==> src/rtl/rdport_pkg.sv <==
package rdport_pkg;
  typedef enum logic [2:0] {
    ST_NORM,
    ST_ENTRY,
    ST_ADDR,
    ST_LAT,
    ST_LOCK
  } rd_state_e;
endpackage

==> src/rtl/rdport_restart.sv <==
module rdport_restart (
  input  logic clk,
  input  logic rst,
  input  logic restart_i,
  input  logic rd_en_i,
  output logic req_o,
  output logic go_o
);
  logic lvl_q;
  logic pend_q;

  assign req_o = (restart_i & ~lvl_q) | pend_q;
  assign go_o  = req_o & rd_en_i;

  always_ff @(posedge clk) begin
    if (rst) begin
      lvl_q  <= 1'b0;
      pend_q <= 1'b0;
    end else begin
      lvl_q  <= restart_i;
      pend_q <= req_o & ~rd_en_i;
    end
  end

  // a request seen with read-enable low stays pending
  a_r2_pend_wait: assert property (@(posedge clk) disable iff (rst)
    (req_o && !rd_en_i) |=> req_o);
endmodule

==> src/rtl/rdport_ctrl.sv <==
module rdport_ctrl
  import rdport_pkg::*;
#(
  parameter int BLK_W   = 13,
  parameter int BLK_MAX = 6143,
  parameter int LAT_CYC = 20
) (
  input  logic             clk,
  input  logic             rst,
  input  logic             req_i,
  input  logic             go_i,
  input  logic             rd_en_i,
  input  logic             out_en_i,
  output rd_state_e        state_o,
  output logic             inc_o,
  output logic             ld_base_o,
  output logic             ld_blk_o,
  output logic [BLK_W-1:0] blk_o,
  output logic             drive_o,
  output logic             busy_o
);
  localparam int PAT_LEN = 4;
  localparam int TOP_A   = (LAT_CYC > BLK_W) ? LAT_CYC : BLK_W;
  localparam int CNT_TOP = (TOP_A > PAT_LEN) ? TOP_A : PAT_LEN;
  localparam int CNT_W   = $clog2(CNT_TOP + 1);

  rd_state_e        st_q, st_d;
  logic [CNT_W-1:0] cnt_q, cnt_d;
  logic [BLK_W-1:0] sh_q, sh_d, sh_in;
  logic             drv_q, drv_d;
  logic             busy_q, busy_d;
  logic             pat_first, pat_ok;

  assign sh_in     = {sh_q[BLK_W-2:0], out_en_i};
  assign pat_first = (cnt_q < CNT_W'(2));
  assign pat_ok    = pat_first ? (rd_en_i & ~out_en_i) : (~rd_en_i & out_en_i);

  always_comb begin
    st_d      = st_q;
    cnt_d     = cnt_q;
    sh_d      = sh_q;
    drv_d     = drv_q;
    busy_d    = busy_q;
    inc_o     = 1'b0;
    ld_base_o = 1'b0;
    ld_blk_o  = 1'b0;
    if (req_i) begin
      drv_d  = out_en_i;
      busy_d = 1'b0;
      cnt_d  = '0;
      if (go_i) begin
        st_d      = ST_ENTRY;
        ld_base_o = 1'b1;
      end else begin
        st_d = ST_NORM;
      end
    end else begin
      case (st_q)
        ST_NORM: begin
          inc_o = rd_en_i;
          drv_d = out_en_i;
        end
        ST_ENTRY: begin
          if (!pat_ok) begin
            st_d  = ST_NORM;
            inc_o = rd_en_i;
            drv_d = out_en_i;
          end else begin
            inc_o = pat_first;
            drv_d = 1'b0;
            if (cnt_q == CNT_W'(PAT_LEN - 1)) begin
              st_d   = ST_ADDR;
              cnt_d  = '0;
              busy_d = 1'b1;
            end else begin
              cnt_d = cnt_q + 1'b1;
            end
          end
        end
        ST_ADDR: begin
          sh_d  = sh_in;
          drv_d = 1'b0;
          if (cnt_q == CNT_W'(BLK_W - 1)) begin
            cnt_d = '0;
            st_d  = (sh_in > BLK_W'(BLK_MAX)) ? ST_LOCK : ST_LAT;
          end else begin
            cnt_d = cnt_q + 1'b1;
          end
        end
        ST_LAT: begin
          drv_d = out_en_i;
          if (cnt_q == CNT_W'(LAT_CYC - 1)) begin
            ld_blk_o = 1'b1;
            st_d     = ST_NORM;
            busy_d   = 1'b0;
            cnt_d    = '0;
          end else begin
            cnt_d = cnt_q + 1'b1;
          end
        end
        ST_LOCK: begin
          drv_d = 1'b0;
        end
        default: begin
          st_d = ST_NORM;
        end
      endcase
    end
  end

  always_ff @(posedge clk) begin
    if (rst) begin
      st_q   <= ST_NORM;
      cnt_q  <= '0;
      sh_q   <= '0;
      drv_q  <= 1'b0;
      busy_q <= 1'b0;
    end else begin
      st_q   <= st_d;
      cnt_q  <= cnt_d;
      sh_q   <= sh_d;
      drv_q  <= drv_d;
      busy_q <= busy_d;
    end
  end

  assign state_o = st_q;
  assign blk_o   = sh_q;
  assign drive_o = drv_q;
  assign busy_o  = busy_q;

  // bus floats after each serial-bit edge
  a_r7_float_bits: assert property (@(posedge clk) disable iff (rst)
    (st_q == ST_ADDR) |=> !drv_q);
  // busy stays up in entry, latency and stall
  a_r6_busy_held: assert property (@(posedge clk) disable iff (rst)
    (st_q == ST_ADDR || st_q == ST_LAT || st_q == ST_LOCK) |-> busy_q);
  // a restart request always drops busy
  a_r10_cancel: assert property (@(posedge clk) disable iff (rst)
    req_i |=> !busy_q);
endmodule

==> src/rtl/rdport_ptr.sv <==
module rdport_ptr #(
  parameter int ADDR_W    = 18,
  parameter int BLK_W     = 13,
  parameter int BASE_ADDR = 12,
  parameter int BLK_WORDS = 40
) (
  input  logic              clk,
  input  logic              rst,
  input  logic              ld_base_i,
  input  logic              ld_blk_i,
  input  logic              inc_i,
  input  logic [BLK_W-1:0]  blk_i,
  output logic [ADDR_W-1:0] ptr_o
);
  logic [ADDR_W-1:0] start;

  assign start = ADDR_W'(BASE_ADDR) + ADDR_W'(blk_i) * ADDR_W'(BLK_WORDS);

  always_ff @(posedge clk) begin
    if (rst) begin
      ptr_o <= ADDR_W'(BASE_ADDR);
    end else if (ld_base_i) begin
      ptr_o <= ADDR_W'(BASE_ADDR);
    end else if (ld_blk_i) begin
      ptr_o <= start;
    end else if (inc_i) begin
      ptr_o <= ptr_o + 1'b1;
    end
  end
endmodule

==> src/rtl/rdport_seq.sv <==
module rdport_seq
  import rdport_pkg::*;
#(
  parameter int ADDR_W    = 18,
  parameter int BLK_W     = 13,
  parameter int BASE_ADDR = 12,
  parameter int BLK_WORDS = 40,
  parameter int BLK_MAX   = 6143,
  parameter int LAT_CYC   = 20
) (
  input  logic              clk,
  input  logic              rst,
  input  logic              restart_i,
  input  logic              rd_en_i,
  input  logic              out_en_i,
  output logic [ADDR_W-1:0] rd_addr_o,
  output logic              q_drive_o,
  output logic              busy_o
);
  logic             req, go, inc, ld_base, ld_blk;
  logic [BLK_W-1:0] blk;
  rd_state_e        st;

  rdport_restart u_restart (
    .clk       (clk),
    .rst       (rst),
    .restart_i (restart_i),
    .rd_en_i   (rd_en_i),
    .req_o     (req),
    .go_o      (go)
  );

  rdport_ctrl #(
    .BLK_W   (BLK_W),
    .BLK_MAX (BLK_MAX),
    .LAT_CYC (LAT_CYC)
  ) u_ctrl (
    .clk       (clk),
    .rst       (rst),
    .req_i     (req),
    .go_i      (go),
    .rd_en_i   (rd_en_i),
    .out_en_i  (out_en_i),
    .state_o   (st),
    .inc_o     (inc),
    .ld_base_o (ld_base),
    .ld_blk_o  (ld_blk),
    .blk_o     (blk),
    .drive_o   (q_drive_o),
    .busy_o    (busy_o)
  );

  rdport_ptr #(
    .ADDR_W    (ADDR_W),
    .BLK_W     (BLK_W),
    .BASE_ADDR (BASE_ADDR),
    .BLK_WORDS (BLK_WORDS)
  ) u_ptr (
    .clk       (clk),
    .rst       (rst),
    .ld_base_i (ld_base),
    .ld_blk_i  (ld_blk),
    .inc_i     (inc),
    .blk_i     (blk),
    .ptr_o     (rd_addr_o)
  );

  // an accepted restart lands on the lowest word
  a_r2_rewind: assert property (@(posedge clk) disable iff (rst)
    go |=> rd_addr_o == ADDR_W'(BASE_ADDR));
  // normal read with enable low holds the pointer
  a_r3_hold: assert property (@(posedge clk) disable iff (rst)
    (st == ST_NORM && !req && !rd_en_i) |=> $stable(rd_addr_o));
  // normal read with enable high steps the pointer
  a_r3_step: assert property (@(posedge clk) disable iff (rst)
    (st == ST_NORM && !req && rd_en_i) |=> rd_addr_o == ADDR_W'($past(rd_addr_o) + 1'b1));
  // the stall freezes everything until a restart
  a_r9_stall: assert property (@(posedge clk) disable iff (rst)
    (st == ST_LOCK && !req) |=> (busy_o && !q_drive_o && $stable(rd_addr_o)));
  // pointer frozen while bits are shifted in
  a_r6_frozen: assert property (@(posedge clk) disable iff (rst)
    (st == ST_ADDR && !req) |=> $stable(rd_addr_o));
endmodule

==> config.mk <==
export PLATFORM = sky130hd
export DESIGN_NAME = rdport_seq
export DESIGN_NICKNAME = d
export VERILOG_FILES = /design/src/rtl/rdport_pkg.sv /design/src/rtl/rdport_restart.sv /design/src/rtl/rdport_ctrl.sv /design/src/rtl/rdport_ptr.sv /design/src/rtl/rdport_seq.sv
export SDC_FILE = /design/constraint.sdc
export NUM_CORES = 1
export LEC_CHECK = 0
export BUFFER_PORTS_ARGS = -buffer_cell sky130_fd_sc_hd__buf_2
export CAP_MARGIN = 10
export CORE_ASPECT_RATIO = 2
export CORE_UTILIZATION = 50
export CTS_CLUSTER_SIZE = 10
export DETAILED_ROUTE_END_ITERATION = 10
export PLACE_DENSITY = 0.71
export SYNTH_ARGS = -nofsm -noshare
export SYNTH_HDL_FRONTEND = slang
export SYNTH_SLANG_ARGS = --single-unit
==> constraint.sdc <==
create_clock -name clk -period 5.5 [get_ports clk]
set_input_delay 1.1 -clock clk [delete_from_list [all_inputs] [get_ports clk]]
set_output_delay 1.1 -clock clk [all_outputs]
set_load 0.05 [all_outputs]
==> run metrics <==
Fmax achieved=0.3083 GHz; routability cong.=0.8568; Leakage=1.362 nW; Nets=403; share of layout cells above drive strength 1=14.52%; WL/cell=15.75 um; Row Count=39; max cap viols=0; CTS Root Cell=clkbuf_16; Post-Synthesis Net Count=381; wirelength, routed=6818 um; Tot Pwr=0.7138 mW; global route overflow=0; Buf/Inv on CP=0; die width=56.81 um; top-count cell post-synth=nor2_1; placed inst area=0.003167 sq mm; final period utilization=58.97%; DRT iter0 DRCs=120; CTS H-Tree Depth=2; Pre-antenna DRT Iters=7; Vias/cell=5.931; Hold WC Path Type=flip-flop to flip-flop; CTS tree=built; maximum clock insertion buffer count=2; CP dominant cell by count=ha_1; max-slew violations=0; violated checks=DRC; clock slew at reported path FFs=0.06 ns; sequential area share after synthesis=28.65%; Hold Vio Cnt, Final=0; status=complete, but fails checks; Die Y=111.6 um; endpoint class of the critical path=flip-flop; Post-synth ARST share=0%; first-pass GRT wire length=11540 um; Post-CTS Setup Bufs=0; Boundary Pins=25; Max transition margin=42.56%; initial antenna violation count=0; Synth cell types=58; slowest CP cell=dfxtp_1; worst clock skew=0.005446 ns; worst IR drop on VDD=0.0001618 V; Final Cell Area=0.003344 sq mm; Mean Syn Cell Area=8.608 sq um; Main synth FF type=dfxtp_1; Die ar.=0.006341 sq mm; area share of the largest cell type after synthesis=28.65%; Setup CP Type=flip-flop to flip-flop; Yosys warning count=0; Area growth, synth to finish=11.33%; PwrDens=213.4 mW/mm^2; vias in the first global route=2562; largest net degree at the start of global routing=27; setup TNS=0 ns; Setup-failing EPs final=0; via count=2568; Final min period=3.243 ns; delay of the slowest cell on the worst path=0.49 ns; worst slack at placement=2.285 ns; Starting Density=52.17%; clk sinks=43; Antenna Nets Post-Route=0; top cells by area, synth=dfxtp_1 (29%), ha_1 (11%), nor2_1 (6.1%); final worst slack=2.257 ns; Worst Tran Pin Value=0.8616 ns; drt drc=8; Cells after Synth=349; WP data required=5.68 ns; synthesis-stage register bit count=43; DP Wirelength=5192 um; CTS buffer count=5; Top delay family on crit path=adder cells; critical path data arrival time=3.43 ns; Max FO, Critical Path=7; # fillers=528; post_cts resized=0; CP startpoint kind=flip-flop; crit path cell chain=ha_1, ha_1, fa_1, a21o_1, a21oi_1, xnor2_2, nand3_1, nor4_2, and3_2, a21boi_0, nor2_1; Commonest cells post-synth=nor2_1 (49), dfxtp_1 (43), ha_1 (26); Cell Area, Synth=0.003004 sq mm; RSZ-0062 raised after global routing=no; area of the core=0.005758 sq mm; largest area contributor in the netlist=dfxtp_1; All-Layer GR Usage=23.08%; # port buffers=24; hold_buf cts=0; ANT cells=0; number of enable flip-flop cells after synthesis=0; clk_lat worst skew=0.29 ns
==> state kept, by name (all words and copies together), names as in the netlist <==
signal	flops
u_ctrl.busy_o	1
u_ctrl.state_o	3
u_ctrl.drive_o	1
u_ctrl.blk_o	13
u_restart.lvl_q	1
u_ptr.ptr_o	18
u_restart.pend_q	1
u_ctrl.cnt_q	5
==> through the flow <==
step                util (%)  hold WS, ns  cells
floorplan                  -       0.5302    349
global placement       55.00       0.4767    425
detailed placement     55.00       0.4843    425
CTS                    58.08       0.4932    433
global route           58.08       0.5148    433
finish                 58.08       0.4907    433
==> worst reg2reg max path, delay by kind of cell, from the launching register on <==
family                     cells  cell delay (ns)
DFF                            1             0.49
xor gates and xnor gates       1             0.18
and+or+nand+nor                4             0.89
AOI/OAI and AO/OA              3             0.66
adders and majority gates      3             0.93
==> cells in the final DEF, fill, tap and decap left out, types with 2 or more instances in the layout <==
master and instances:
a211oi_1 14, a21boi_0 2, a21o_1 2, a21oi_1 15
a21oi_2 2, and2_1 4, and3_1 4, and3_2 2
and4_1 2, buf_2 24, clkbuf_16 5, dfxtp_1 43
ha_1 26, inv_1 8, mux2i_1 15, nand2_1 22
nand2b_1 5, nand3_1 17, nand4_1 7, nor2_1 49
nor2b_1 3, nor3_1 8, nor3_2 2, nor4_1 3
nor4_2 2, o21ai_0 9, o21ai_1 2, o22ai_1 2
o31ai_1 3, or2_2 2, or3_1 6, xnor2_1 15
xor2_1 18
==> routing by layer <==
| metal | track usage [%] | part of all wire (%) | vias to the layer above |
|---|---|---|---|
| met4 | 12.20 | 2.6 | 0 |
| met3 | 3.484 | 2.8 | 10 |
| met5 | 0 | 0 | - |
| li1 | - | - | 1306 |
| met1 | 23.09 | 39 | 1205 |
| met2 | 43.97 | 56 | 47 |
==> worst paths after layout <==
kind	start	endpoint	slack, ns	depth (start not counted)
hold reg to reg	u_ctrl.busy_o	u_ctrl.busy_o	0.49	2
hold / removal	u_ctrl.busy_o	u_ctrl.busy_o	0.49	2
setup reg to reg	u_ctrl.blk_o[1]	u_ptr.ptr_o[17]	2.26	11
setup / recovery	u_ctrl.blk_o[1]	u_ptr.ptr_o[17]	2.26	11
==> where the power goes <==
group	switching (mW)	total, mW	internal (mW)
clock network	0.127	0.356	0.228
registers	0.00436	0.319	0.315
logic	0.0273	0.0389	0.0116
==> logic make-up after synthesis <==
group           synth area share (%)
flops                          28.65
mux                            5.373
simple gates                   25.95
fa+ha+maj                      11.50
buf+inv                        2.374
compound gates                 15.99
xor+xnor                       10.16
==> area by class of cell <==
cell class	instances	area, sq um	share of cell area (%)
well taps	61	76.32	2.282
inverters	8	30.03	0.8979
repair buffers	25	127.6	3.816
multi-input cells	288	2072	61.95
clock inverters	2	38.79	1.160
flip-flops and latches	43	860.8	25.74
clock buffers	6	138.9	4.153
(Power assumes the default switching activity.)
